File: src/rtl/rxen_pkg.sv
// Package: shared types of the receive-enable training sequencer.
// Assumes: nothing; holds only the control state encoding.
package rxen_pkg;

    typedef enum logic [3:0] {
        ST_IDLE,
        ST_SCAN,
        ST_SEED,
        ST_READ,
        ST_WAIT,
        ST_COMB,
        ST_FIND,
        ST_LAT,
        ST_WRP,
        ST_DONE
    } seq_state_e;

endpackage

File: src/rtl/rxen_cursor.sv
// Module: rxen_cursor
// Holds the current channel and chip select of the training walk, and looks
// up whether that chip select is populated and whether it or its channel is
// the last one.
// Assumes: clr_i, next_cs_i and next_ch_i are mutually exclusive; next_ch_i
// also rewinds the chip select to 0.
module rxen_cursor #(
    parameter int NUM_CH    = 2,
    parameter int CS_PER_CH = 8,
    localparam int CH_W     = (NUM_CH > 1) ? $clog2(NUM_CH) : 1,
    localparam int CS_W     = (CS_PER_CH > 1) ? $clog2(CS_PER_CH) : 1
) (
    input  logic                        clk,
    input  logic                        rst_n,
    input  logic                        clr_i,
    input  logic                        next_cs_i,
    input  logic                        next_ch_i,
    input  logic [NUM_CH*CS_PER_CH-1:0] pop_map_i,
    output logic [CH_W-1:0]             ch_o,
    output logic [CS_W-1:0]             cs_o,
    output logic                        cs_pop_o,
    output logic                        cs_last_o,
    output logic                        ch_last_o
);

    logic [CH_W-1:0]      ch_q;
    logic [CS_W-1:0]      cs_q;
    logic [CS_PER_CH-1:0] row [NUM_CH];

    // Split the flat population map into one row per channel.
    generate
        for (genvar g = 0; g < NUM_CH; g++) begin : g_row
            assign row[g] = pop_map_i[g*CS_PER_CH +: CS_PER_CH];
        end
    endgenerate

    // Advance or rewind the channel / chip select position.
    always_ff @(posedge clk) begin
        if (!rst_n) begin
            ch_q <= '0;
            cs_q <= '0;
        end else if (clr_i) begin
            ch_q <= '0;
            cs_q <= '0;
        end else if (next_ch_i) begin
            ch_q <= ch_q + CH_W'(1);
            cs_q <= '0;
        end else if (next_cs_i) begin
            cs_q <= cs_q + CS_W'(1);
        end
    end

    // Look up population and end-of-range flags for the current position.
    always_comb begin
        cs_pop_o  = row[ch_q][cs_q];
        cs_last_o = (cs_q == CS_W'(CS_PER_CH - 1));
        ch_last_o = (ch_q == CH_W'(NUM_CH - 1));
    end

    assign ch_o = ch_q;
    assign cs_o = cs_q;

endmodule

File: src/rtl/rxen_win_timer.sv
// Module: rxen_win_timer
// Counts the training window in memory clocks. arm_i clears the count.
// While run_i is high the count advances, and expire_o marks the last
// window cycle.
// Assumes: WAIT_CLKS >= 1; run_i stays high until expire_o is seen.
module rxen_win_timer #(
    parameter int WAIT_CLKS = 200,
    localparam int CNT_W    = $clog2(WAIT_CLKS + 1)
) (
    input  logic clk,
    input  logic rst_n,
    input  logic arm_i,
    input  logic run_i,
    output logic expire_o
);

    logic [CNT_W-1:0] cnt_q;

    // Clear on arm, count while the window runs.
    always_ff @(posedge clk) begin
        if (!rst_n) begin
            cnt_q <= '0;
        end else if (arm_i) begin
            cnt_q <= '0;
        end else if (run_i) begin
            cnt_q <= cnt_q + CNT_W'(1);
        end
    end

    // Flag the final cycle of the window.
    assign expire_o = run_i && (cnt_q == CNT_W'(WAIT_CLKS - 1));

endmodule

File: src/rtl/rxen_pass_gate.sv
// Module: rxen_pass_gate
// Decides whether a requested pass is skipped: the second pass runs only
// when the operating speed is above the start-up speed.
// Assumes: speed codes grow monotonically with frequency.
module rxen_pass_gate #(
    parameter int SPD_W = 8
) (
    input  logic             pass2_i,
    input  logic [SPD_W-1:0] speed_cur_i,
    input  logic [SPD_W-1:0] speed_boot_i,
    output logic             skip_o
);

    // Skip pass 2 unless the speed has risen.
    always_comb begin
        skip_o = pass2_i && !(speed_cur_i > speed_boot_i);
    end

endmodule

File: src/rtl/rxen_train_seq.sv
// Module: rxen_train_seq
// Top of the receive-enable training sequencer. It walks channels and chip
// selects, seeds on even chip selects, brackets a timed read burst with the
// training strobe, asks for the final delay combine, and closes each channel
// with a max delay search, an optional latency update and a write-pointer
// reset.
// Assumes: partners pulse their acknowledge for one cycle once work is done;
// find_ok_i is valid together with find_ack_i; err_fatal_i is valid with the
// last write-pointer acknowledge.
module rxen_train_seq
    import rxen_pkg::*;
#(
    parameter int NUM_CH    = 2,
    parameter int CS_PER_CH = 8,
    parameter int SPD_W     = 8,
    parameter int WAIT_CLKS = 200,
    parameter int WRP_W     = 3,
    parameter int WRP_VAL   = 6,
    localparam int CH_W     = (NUM_CH > 1) ? $clog2(NUM_CH) : 1,
    localparam int CS_W     = (CS_PER_CH > 1) ? $clog2(CS_PER_CH) : 1,
    localparam int DIMM_W   = (CS_W > 1) ? CS_W - 1 : 1
) (
    input  logic                        clk,
    input  logic                        rst_n,
    input  logic                        start_i,
    input  logic                        pass2_i,
    input  logic [SPD_W-1:0]            speed_cur_i,
    input  logic [SPD_W-1:0]            speed_boot_i,
    input  logic [NUM_CH*CS_PER_CH-1:0] pop_map_i,
    input  logic                        err_fatal_i,
    output logic                        busy_o,
    output logic                        done_o,
    output logic                        ok_o,
    output logic [CH_W-1:0]             ch_o,
    output logic [CS_W-1:0]             cs_o,
    output logic [DIMM_W-1:0]           dimm_sel_o,
    output logic                        train_en_o,
    output logic                        seed_req_o,
    input  logic                        seed_ack_i,
    output logic                        rd_req_o,
    input  logic                        rd_ack_i,
    output logic                        comb_req_o,
    input  logic                        comb_ack_i,
    output logic                        find_req_o,
    input  logic                        find_ack_i,
    input  logic                        find_ok_i,
    output logic                        lat_req_o,
    input  logic                        lat_ack_i,
    output logic                        wrp_req_o,
    output logic [WRP_W-1:0]            wrp_val_o,
    input  logic                        wrp_ack_i
);

    seq_state_e        state_q;
    logic              train_en_q;
    logic [DIMM_W-1:0] dimm_q;
    logic              ok_q;

    logic              skip;
    logic              cs_pop;
    logic              cs_last;
    logic              ch_last;
    logic              cur_clr;
    logic              cur_next_cs;
    logic              cur_next_ch;
    logic              win_arm;
    logic              win_run;
    logic              win_expire;
    logic [CS_W-1:0]   cs_cur;

    rxen_pass_gate #(
        .SPD_W        (SPD_W)
    ) u_gate (
        .pass2_i      (pass2_i),
        .speed_cur_i  (speed_cur_i),
        .speed_boot_i (speed_boot_i),
        .skip_o       (skip)
    );

    rxen_cursor #(
        .NUM_CH    (NUM_CH),
        .CS_PER_CH (CS_PER_CH)
    ) u_cursor (
        .clk       (clk),
        .rst_n     (rst_n),
        .clr_i     (cur_clr),
        .next_cs_i (cur_next_cs),
        .next_ch_i (cur_next_ch),
        .pop_map_i (pop_map_i),
        .ch_o      (ch_o),
        .cs_o      (cs_cur),
        .cs_pop_o  (cs_pop),
        .cs_last_o (cs_last),
        .ch_last_o (ch_last)
    );

    rxen_win_timer #(
        .WAIT_CLKS (WAIT_CLKS)
    ) u_timer (
        .clk       (clk),
        .rst_n     (rst_n),
        .arm_i     (win_arm),
        .run_i     (win_run),
        .expire_o  (win_expire)
    );

    // Cursor and timer controls decoded from the state and the handshakes.
    always_comb begin
        cur_clr     = (state_q == ST_IDLE) && start_i;
        cur_next_cs = ((state_q == ST_SCAN) && !cs_pop && !cs_last) ||
                      ((state_q == ST_COMB) && comb_ack_i && !cs_last);
        cur_next_ch = (state_q == ST_WRP) && wrp_ack_i && !ch_last;
        win_arm     = (state_q == ST_READ) && rd_ack_i;
        win_run     = (state_q == ST_WAIT);
    end

    // Main training flow: state, strobe, DIMM select and result.
    always_ff @(posedge clk) begin
        if (!rst_n) begin
            state_q    <= ST_IDLE;
            train_en_q <= 1'b0;
            dimm_q     <= '0;
            ok_q       <= 1'b0;
        end else begin
            case (state_q)
                ST_IDLE: begin
                    if (start_i) begin
                        if (skip) begin
                            ok_q    <= 1'b1;
                            state_q <= ST_DONE;
                        end else begin
                            ok_q    <= 1'b0;
                            state_q <= ST_SCAN;
                        end
                    end
                end
                ST_SCAN: begin
                    if (cs_pop) begin
                        if (!cs_cur[0]) begin
                            dimm_q  <= DIMM_W'(cs_cur >> 1);
                            state_q <= ST_SEED;
                        end else begin
                            train_en_q <= 1'b1;
                            state_q    <= ST_READ;
                        end
                    end else if (cs_last) begin
                        state_q <= ST_FIND;
                    end
                end
                ST_SEED: begin
                    if (seed_ack_i) begin
                        train_en_q <= 1'b1;
                        state_q    <= ST_READ;
                    end
                end
                ST_READ: begin
                    if (rd_ack_i) begin
                        state_q <= ST_WAIT;
                    end
                end
                ST_WAIT: begin
                    if (win_expire) begin
                        train_en_q <= 1'b0;
                        state_q    <= ST_COMB;
                    end
                end
                ST_COMB: begin
                    if (comb_ack_i) begin
                        state_q <= cs_last ? ST_FIND : ST_SCAN;
                    end
                end
                ST_FIND: begin
                    if (find_ack_i) begin
                        state_q <= find_ok_i ? ST_LAT : ST_WRP;
                    end
                end
                ST_LAT: begin
                    if (lat_ack_i) begin
                        state_q <= ST_WRP;
                    end
                end
                ST_WRP: begin
                    if (wrp_ack_i) begin
                        if (ch_last) begin
                            ok_q    <= !err_fatal_i;
                            state_q <= ST_DONE;
                        end else begin
                            state_q <= ST_SCAN;
                        end
                    end
                end
                ST_DONE: begin
                    state_q <= ST_IDLE;
                end
                default: begin
                    state_q <= ST_IDLE;
                end
            endcase
        end
    end

    // Request and status outputs decoded from the state.
    always_comb begin
        busy_o     = (state_q != ST_IDLE);
        done_o     = (state_q == ST_DONE);
        seed_req_o = (state_q == ST_SEED);
        rd_req_o   = (state_q == ST_READ);
        comb_req_o = (state_q == ST_COMB);
        find_req_o = (state_q == ST_FIND);
        lat_req_o  = (state_q == ST_LAT);
        wrp_req_o  = (state_q == ST_WRP);
    end

    assign ok_o       = ok_q;
    assign cs_o       = cs_cur;
    assign dimm_sel_o = dimm_q;
    assign train_en_o = train_en_q;
    assign wrp_val_o  = WRP_W'(WRP_VAL);

endmodule

File: config.mk
export PLATFORM = sky130hd
export DESIGN_NAME = rxen_train_seq
export DESIGN_NICKNAME = d
export VERILOG_FILES = /design/src/rtl/rxen_pkg.sv /design/src/rtl/rxen_cursor.sv /design/src/rtl/rxen_win_timer.sv /design/src/rtl/rxen_pass_gate.sv /design/src/rtl/rxen_train_seq.sv
export SDC_FILE = /design/constraint.sdc
export NUM_CORES = 1
export LEC_CHECK = 0
export BUFFER_PORTS_ARGS = -buffer_cell sky130_fd_sc_hd__buf_4
export CAP_MARGIN = 40
export CORE_MARGIN = 2
export CORE_UTILIZATION = 53
export DETAILED_ROUTE_END_ITERATION = 7
export MAX_ROUTING_LAYER = met4
export PLACE_DENSITY = 0.95
export REMOVE_ABC_BUFFERS = 1
export SYNTH_ARGS = -nofsm -noshare
export SYNTH_HDL_FRONTEND = slang
export SYNTH_SLANG_ARGS = --single-unit
File: constraint.sdc
create_clock -name clk -period 3.7 [get_ports clk]
set_clock_uncertainty 0.05 [all_clocks]
set_input_delay 0.74 -clock clk [delete_from_list [all_inputs] [get_ports clk]]
set_output_delay 0.74 -clock clk [all_outputs]
set_load 0.02 [all_outputs]
==> summary.txt, run 1 <==
Area growth syn-to-layout: 28.3%
Tightest Pin Transition: 666 ps
number of global-route vias before repair: 1528
final core occ: 71.1%
Die ar.: 0.00363 mm^2
Max-cap violations: 0
Switching Fraction: 42.8%
Post-CTS Hold Buffers: 0
Clk pwr share: 13.8%
Routed Antenna Nets: 0
DRT Pass-1 Iters: 4
status: finished clean
CORE AREA: 0.00303 mm^2
final slew viol count: 0
Post-Synth Simple-Gate Area: 24.4%
GRT Resource Usage Total: 23.7%
largest family of logic cells by synthesized area: simple AND/OR/NAND/NOR gates
sequential share of power: 35.1%
met2 usage: 41.0%
root buf cell: clkbuf_4
CP Launch Type: flip-flop
wire length of the first global-routing pass: 6.31 mm
fmax: 0.385 GHz
Post-Synth XOR/XNOR Area: 3.65%
switching power: 403 uW
Worst Path Arrival: 1810 ps
busiest grt layer: met2
post-DP HPWL: 3.08 mm
met3 Use GR: 5.63%
CTS tree: yes
CP required: 2910 ps
P_int: 538 uW
Max-Slew Margin vs Limit: 55.5%
Net count, final: 311
Syn. warnings: 0
Pleak: 0.000945 uW
clk slew on worst S/H paths: 110 ps
Peak VDD IR: 0.000230 V
vias post-DR: 1699
final hold violations: 0
starting density of the core: 55.4%
syn avg cell area: 8.27 um^2
Compound-Gate Fraction of Synth Area: 20.3%
initial antenna violation count: 0
post-synthesis mux area share: 12.0%
largest net degree at the start of global routing: 21
clk sinks: 20
CTS Buffer Depth: 2
final setup violation count: 0
Post-synth ARST share: 0%
post-cts sizing count: 0
pwr dens: 437 mW/mm^2
#FFs+latches synth: 20
Fillers: 241
RSZ-0062 raised after global routing: no
met1 Use GR: 27.3%
crit end category: primary output
Port Buf Inserts: 59
DRC viols: 0
GPL Wtd Cong: 0.872
final worst-path cycle share: 70.3%
grt ovf: 0
Seq/Total Area, Yosys: 23.9%
IO Pins: 63
layout cell share with drive strength beyond 1: 29.0%
total negative setup slack: 0 ps
Die W: 60.3 um
antenna diode count: 0
DRT iter0 DRCs: 72
fin area: 0.00215 mm^2
Post-Synth Adder-Cell Area: 8.20%
Cells after Synth: 203
Final min period: 2600 ps
DIE HEIGHT: 60.3 um
Top FF cell, synth: dfxtp_1
H-Tree Depth: 1
Worst Hold Slack: 465 ps
final wirelength: 3.92 mm
Post-Place Cell Area: 0.00212 mm^2
worst slack, placed: 1190 ps
routed len/inst: 13.1 um
Netlist cell types: 54
Critical Path Fanout Max: 14
Setup WS post-layout: 1100 ps
num rows: 20
Min-Delay Path Class: reg -> reg
Post-synth EDFFs: 0
vias per std cell: 5.68
Synth Cell Area: 0.00168 mm^2
Crit Path Class: reg -> out
Comb pwr share: 51.1%
Clock Latency Late Sink: 300 ps
Setup Buffers After CTS: 0
cts bufs inserted: 3
flip-flops by register name, summed over array words and instances, names as in the netlist:
| name | cells |
|---|---|
| u_timer.cnt_q | 8 |
| state_q | 4 |
| ok_o | 1 |
| u_cursor.cs_o | 3 |
| train_en_o | 1 |
| dimm_sel_o | 2 |
| u_cursor.ch_last_o | 1 |
layer usage:
metal / wire (um) / part of all wire (%)
met1: 1710 / 44
met3: 265 / 6.8
met5: 0 / 0
met2: 1900 / 48
met4: 47 / 1.2
synthesized netlist by cell type (5+ instances only):
| master | count | area (um^2) |
|---|---|---|
| dfxtp_1 | 20 | 400 |
| a21oi_1 | 9 | 45.0 |
| mux2i_1 | 13 | 130 |
| xor2_1 | 6 | 52.6 |
| inv_1 | 15 | 56.3 |
| nor2_1 | 21 | 78.8 |
| clkbuf_1 | 7 | 26.3 |
| nand3_1 | 5 | 25.0 |
| nor2b_1 | 7 | 43.8 |
| nand2_1 | 16 | 60.1 |
| nand4_1 | 6 | 37.5 |
| ha_1 | 11 | 138 |
cells in the final DEF (no fill, tap or decap), types with 2 or more instances in the layout:
| cell type | n |
|---|---|
| buf_4 | 59 |
| nor2_1 | 21 |
| dfxtp_1 | 20 |
| nand2_1 | 16 |
| inv_1 | 15 |
| mux2i_1 | 13 |
| ha_1 | 11 |
| a21oi_1 | 9 |
| nor2b_1 | 7 |
| xor2_1 | 6 |
| nand4_1 | 6 |
| nand3_1 | 5 |
| nor3_1 | 4 |
| nand2b_1 | 3 |
| a22oi_1 | 3 |
| o21ai_0 | 3 |
| conb_1 | 3 |
| clkbuf_4 | 3 |
| nor4_1 | 2 |
| nor4b_2 | 2 |
| a21o_1 | 2 |
| o41ai_1 | 2 |
| a32oi_1 | 2 |
| a211o_1 | 2 |
| mux4_2 | 2 |
| o21a_1 | 2 |
| o32ai_1 | 2 |
| and3_1 | 2 |
| o211ai_1 | 2 |
| a31oi_1 | 2 |
| and4_1 | 2 |
stage by stage:
step	instances	total power [uW]
finish	299	940
global placement	295	792
detailed placement	295	809
CTS	299	937
floorplan	192	653
global route	299	1000
critical path: stages, from the launching register on:
cell,delay [ps]
dfxtp_1,640
nor4b_2,610
buf_4,260
cell type report:
cell class,instances,area (um^2),area share [%]
tap,44,55.1,2.56
sequential,20,400,18.6
multi-input combinational,157,1160,54.0
timing repair buffer,59,443,20.6
clock buffer,4,36.3,1.69
inverter,15,56.3,2.62
worst paths after layout:
| kind | from | end | slack (ps) | depth (start not counted) |
|---|---|---|---|---|
| worst max-delay path | state_q[3] | wrp_req_o | 1100 | 2 |
| worst min-delay path | dimm_sel_o[0] | dimm_sel_o[0] | 460 | 2 |
| worst max register to register | u_cursor.ch_last_o | u_cursor.cs_o[1] | 1250 | 5 |
| worst min register to register | dimm_sel_o[0] | dimm_sel_o[0] | 460 | 2 |
cells by family (layout without fill, tap and decap cells):
| group | count (synthesis) | count (layout) |
|---|---|---|
| xor+xnor | 7 | 7 |
| other cells | 2 | 3 |
| buf+inv | 27 | 78 |
| fa+ha+maj | 11 | 11 |
| flops | 20 | 20 |
| compound gates | 43 | 43 |
| mux | 17 | 17 |
| simple gates | 76 | 76 |
power groups by stage:
stage,sequential [uW],clock [uW],combinational (uW)
final,330,130,481
after global routing,340,141,523
after global placement,331,0,461
after detailed placement,333,0,475
after floorplan,323,0,331
after CTS,328,131,477
(Power assumes the default switching activity.)
==> inputs of run 2 (changes only) <==
--- a/config.mk
+++ b/config.mk
@@ -8,10 +8,10 @@
 export BUFFER_PORTS_ARGS = -buffer_cell sky130_fd_sc_hd__buf_4
 export CAP_MARGIN = 40
 export CORE_MARGIN = 2
-export CORE_UTILIZATION = 53
+export CORE_UTILIZATION = 45
 export DETAILED_ROUTE_END_ITERATION = 7
 export MAX_ROUTING_LAYER = met4
-export PLACE_DENSITY = 0.95
+export PLACE_DENSITY = 0.89
 export REMOVE_ABC_BUFFERS = 1
 export SYNTH_ARGS = -nofsm -noshare
 export SYNTH_HDL_FRONTEND = slang
==> constraint.sdc (replaced) <==
create_clock -name clk -period 2.2 [get_ports clk]
set_clock_uncertainty 0.05 [all_clocks]
set_input_delay 0.44 -clock clk [delete_from_list [all_inputs] [get_ports clk]]
set_output_delay 0.44 -clock clk [all_outputs]
set_load 0.02 [all_outputs]
==> summary.txt, run 2 (synthesis gave the netlist of run 1 again) <==
status: finished clean (unchanged)
initial antenna violation count: 0 (unchanged)
DIE HEIGHT: 65.1 um (was 60.3 um)
Min-Delay Path Class: in -> reg (was reg -> reg)
post-cts sizing count: 0 (unchanged)
total negative setup slack: 0 ps (unchanged)
CTS tree: yes (unchanged)
vias per std cell: 5.59 (was 5.68)
Worst Path Arrival: 1620 ps (was 1810 ps)
Post-CTS Hold Buffers: 0 (unchanged)
Net count, final: 323 (was 311)
max FFs per register: 8 (unchanged)
CORE AREA: 0.00363 mm^2 (was 0.00303 mm^2)
total chip power: 1850 uW (was 940 uW)
final slew viol count: 0 (unchanged)
cts bufs inserted: 3 (unchanged)
Max-cap violations: 0 (unchanged)
root buf cell: clkbuf_8 (was clkbuf_4)
clk slew on worst S/H paths: 80 ps (was 110 ps)
Crit Path Class: reg -> out (unchanged)
CP Launch Type: flip-flop (unchanged)
Worst Hold Slack: 404 ps (was 465 ps)
clk sinks: 20 (unchanged)
Die ar.: 0.00423 mm^2 (was 0.00363 mm^2)
number of global-route vias before repair: 1734 (was 1528)
Final min period: 2110 ps
multi-input logic area: 0.00116 mm^2 (unchanged)
CP required: 1710 ps (was 2910 ps)
CTS Buffer Depth: 2 (unchanged)
GPL Wtd Cong: 0.928 (was 0.872)
crit end category: primary output (unchanged)
RSZ-0062 raised after global routing: no (unchanged)
post-DP HPWL: 3.42 mm (was 3.08 mm)
Final Instance Count excl. Fillers: 315 (was 299)
grt ovf: 0 (unchanged)
final hold violations: 0 (unchanged)
wire length of the first global-routing pass: 7.45 mm (was 6.31 mm)
pwr dens: 808 mW/mm^2 (was 437 mW/mm^2)
DRT iter0 DRCs: 106 (was 72)
fmax: 0.474 GHz
final worst-path cycle share: 95.9%
Peak VDD IR: 0.000416 V (was 0.000230 V)
largest net degree at the start of global routing: 15 (was 21)
final setup violation count: 0 (unchanged)
Routed Antenna Nets: 0 (unchanged)
DRC viols: 0 (unchanged)
Fillers: 328 (was 241)
DRT Pass-1 Iters: 4 (unchanged)
worst r2r path cells: 5 (unchanged)
Pleak: 0.00102 uW (was 0.000945 uW)
H-Tree Depth: 1 (unchanged)
final core occ: 62.8% (was 71.1%)
Largest Register: u_timer.cnt_q (unchanged)
Die W: 65.1 um (was 60.3 um)
internal reg-to-reg setup slack: 110 ps (was 1250 ps)
Storage cell area: 402 um^2 (was 400 um^2)
Tightest Pin Transition: 525 ps (was 666 ps)
commonest non-fill, non-tap cells in the layout: buf_4, nor2_1, dfxtp_1 (unchanged)
Placed Cells: 311 (was 295)
antenna diode count: 0 (unchanged)
vias post-DR: 1760 (was 1699)
num rows: 22 (was 20)
Setup Buffers After CTS: 0 (unchanged)
Area growth syn-to-layout: 36.1% (was 28.3%)
Critical Path Fanout Max: 14 (unchanged)
Max-Slew Margin vs Limit: 65.0% (was 55.5%)
layout cell share with drive strength beyond 1: 32.6% (was 29.0%)
IO Pins: 63 (unchanged)
Hold Path Stages: 3 (was 2)
final wirelength: 4.47 mm (was 3.92 mm)
Port Buf Inserts: 59 (unchanged)
routed len/inst: 14.2 um (was 13.1 um)
GRT Resource Usage Total: 22.4% (was 23.7%)
Clock Latency Late Sink: 260 ps (was 300 ps)
most common cell after layout, fill and taps aside: buf_4 (unchanged)
starting density of the core: 46.2% (was 55.4%)
## run 2: cell count changes in the layout (fill, tap and decap cells not counted)
| cell | change |
|---|---|
| clkbuf_8 | +2 |
| buf_4 | +12 |
| dfxtp_1 | -1 |
| bufinv_16 | +1 |
| clkbuf_4 | -3 |
| dfxtp_2 | +1 |
## run 2: worst paths after layout
kind / from / endpoint
setup / recovery: state_q[3] / done_o
hold / removal: wrp_ack_i / u_cursor.ch_last_o
setup reg to reg: u_cursor.ch_last_o / u_cursor.cs_o[2]
hold reg to reg: dimm_sel_o[1] / dimm_sel_o[1]
## run 2: metal layers
metal / routed length (um) / global-route usage, %
met2: 2280 / 41.2
met3: 301 / 4.34
met4: 29 / 2.08
met5: 0 / -
met1: 1850 / 26.2
## run 2: layout make-up
type	instances	share of cell area, %
Timing Repair Buffer	71	23.3
Multi-Input combinational cell	157	50.8
Clock buffer	3	1.81
Sequential cell	20	17.6
Inverter	15	2.47
Clock inverter	1	1.32
Tap cell	48	2.63
## run 2: stage by stage
step                      cell area (um^2)  setup WS, ps
after CTS                             2280          22.5
after floorplan                       1620          -173
after detailed placement              2210         -18.2
after global placement                2210          28.5
after global routing                  2280          1.97
final                                 2280          89.3
## run 2: worst max-delay path, stage by stage (launching register included)
cell and delay [ps]:
dfxtp_1 660, inv_1 130, buf_4 180, nor3_1 210, buf_4 180
## run 2: power breakdown
group	internal (uW)	switching [uW]	leakage, uW
Clock	243	128	0.0000357
Combinational	470	478	0.000823
Sequential	408	119	0.000163
Total	1120	725	0.00102
==> inputs of run 3 (changes only) <==
--- a/config.mk
+++ b/config.mk
@@ -5,7 +5,7 @@
 export SDC_FILE = /design/constraint.sdc
 export NUM_CORES = 1
 export LEC_CHECK = 0
-export BUFFER_PORTS_ARGS = -buffer_cell sky130_fd_sc_hd__buf_4
+export BUFFER_PORTS_ARGS = -buffer_cell sky130_fd_sc_hd__buf_2
 export CAP_MARGIN = 40
 export CORE_MARGIN = 2
 export CORE_UTILIZATION = 45
==> summary.txt, run 3 (synthesis gave the netlist of run 1 again) <==
Pleak: 0.000971 uW (was 0.00102 uW)
starting density of the core: 46.2% (unchanged)
worst hold start: wrp_ack_i (unchanged)
cts bufs inserted: 3 (unchanged)
Post-Place Cell Area: 0.00206 mm^2 (was 0.00221 mm^2)
WHS Endpoint: u_cursor.ch_last_o (unchanged)
Die W: 65.1 um (unchanged)
vias post-DR: 1735 (was 1760)
grt ovf: 0 (unchanged)
Worst Path Arrival: 2210 ps (was 1620 ps)
pwr dens: 787 mW/mm^2 (was 808 mW/mm^2)
Setup WS post-layout: 120 ps (was 89.3 ps)
Die ar.: 0.00423 mm^2 (unchanged)
CP required: 2330 ps (was 1710 ps)
antenna diode count: 0 (unchanged)
number of global-route vias before repair: 1751 (was 1734)
CORE AREA: 0.00363 mm^2 (unchanged)
num rows: 22 (unchanged)
Post-CTS Hold Buffers: 0 (unchanged)
DRT Pass-1 Iters: 5 (was 4)
routed len/inst: 13.0 um (was 14.2 um)
Area growth syn-to-layout: 25.7% (was 36.1%)
Peak VDD IR: 0.000445 V (was 0.000416 V)
clk slew on worst S/H paths: 70 ps (was 80 ps)
IO Pins: 63 (unchanged)
final worst-path cycle share: 94.5% (was 95.9%)
Final min period: 2080 ps (was 2110 ps)
post-DP HPWL: 3.30 mm (was 3.42 mm)
worst slack, placed: -3.35 ps (was -18.2 ps)
worst r2r path cells: 5 (unchanged)
commonest non-fill, non-tap cells in the layout: buf_2, nor2_1, dfxtp_1 (was buf_4, nor2_1, dfxtp_1)
max FFs per register: 8 (unchanged)
Clock Latency Late Sink: 250 ps (was 260 ps)
Crit Path Class: reg -> reg (was reg -> out)
largest net degree at the start of global routing: 15 (unchanged)
wire length of the first global-routing pass: 7.24 mm (was 7.45 mm)
H-Tree Depth: 1 (unchanged)
final wirelength: 4.09 mm (was 4.47 mm)
clk sinks: 20 (unchanged)
root buf cell: clkbuf_8 (unchanged)
CTS tree: yes (unchanged)
CP Launch Type: flip-flop (unchanged)
Critical Path Fanout Max: 4 (was 14)
fin area: 0.00211 mm^2 (was 0.00228 mm^2)
final slew viol count: 0 (unchanged)
status: finished clean (unchanged)
Routed Antenna Nets: 0 (unchanged)
GRT Resource Usage Total: 21.6% (was 22.4%)
Net count, final: 323 (unchanged)
final setup violation count: 0 (unchanged)
final core occ: 58.0% (was 62.8%)
vias per std cell: 5.53 (was 5.59)
final hold violations: 0 (unchanged)
layout cell share with drive strength beyond 1: 33.1% (was 32.6%)
Min-Delay Path Class: in -> reg (unchanged)
internal reg-to-reg setup slack: 120 ps (was 110 ps)
CTS Buffer Depth: 2 (unchanged)
Largest Register: u_timer.cnt_q (unchanged)
Worst R2R Start: u_cursor.ch_last_o (unchanged)
Port Buf Inserts: 59 (unchanged)
DRC viols: 0 (unchanged)
RSZ-0062 raised after global routing: no (unchanged)
GPL Wtd Cong: 0.930 (was 0.928)
Hold Path Stages: 3 (unchanged)
crit end category: flip-flop (was primary output)
fmax: 0.481 GHz (was 0.474 GHz)
most common cell after layout, fill and taps aside: buf_2 (was buf_4)
Worst Hold Slack: 422 ps (was 404 ps)
DRT iter0 DRCs: 73 (was 106)
Worst R2R End: u_cursor.cs_o[0] (was u_cursor.cs_o[2])
DIE HEIGHT: 65.1 um (unchanged)
Max-cap violations: 0 (unchanged)
initial antenna violation count: 0 (unchanged)
total negative setup slack: 0 ps (unchanged)
[run 3: cell types whose count changed in the layout (fill, tap and decap cells not counted), sizes merged]
cell,before,now
bufinv,1,0
[run 3: cell type report]
| type | instances | area [um^2] |
|---|---|---|
| Fill cell | 355 | 1530 |
| Multi-Input combinational cell | 157 | 1160 |
| Sequential cell | 20 | 404 |
| Timing Repair Buffer | 71 | 385 |
| Tap cell | 48 | 60.1 |
| Inverter | 15 | 56.3 |
| Clock buffer | 3 | 41.3 |
[run 3: per-stage QoR]
step	total power, uW	instances
4_1_cts	1650	314
5_1_grt	1780	314
3_3_place_gp	1380	311
6_report	1660	314
2_1_floorplan	1100	192
3_5_place_dp	1400	311
[run 3: layer usage]
layer,GRT usage (%),routed length (um)
met5,-,0
met4,3.13,8
met2,38.3,2000
met1,25.5,1770
met3,5.21,322
[run 3: worst max path at each step]
stage	start	end	cells past startpoint
floorplan	u_cursor.ch_last_o	state_q[1]	5
finish	u_cursor.ch_last_o	u_cursor.cs_o[0]	5
global route	u_timer.cnt_q[1]	state_q[0]	7
CTS	u_cursor.ch_last_o	u_cursor.cs_o[0]	5
global placement	pop_map_i[12]	state_q[1]	6
detailed placement	pop_map_i[12]	u_cursor.cs_o[0]	6
[run 3: what timing repair did]
item / CTS / global route
gates resized for setup: 0 / 3
setup endpoints to repair: 0 / 5
setup buffers: 0 / 0
[run 3: power breakdown]
group          total, uW  leakage [uW]  switching, uW  internal [uW]
Clock                242     0.0000216            120            122
Sequential           525      0.000163            113            412
Combinational        892      0.000786            470            422
Total               1660      0.000971            703            956
[run 3: worst max-delay path: stages (launching register included)]
cell	delay (ps)
dfxtp_2	370
mux4_2	490
mux2_4	300
or2_2	350
a31oi_4	220
mux2i_1	220
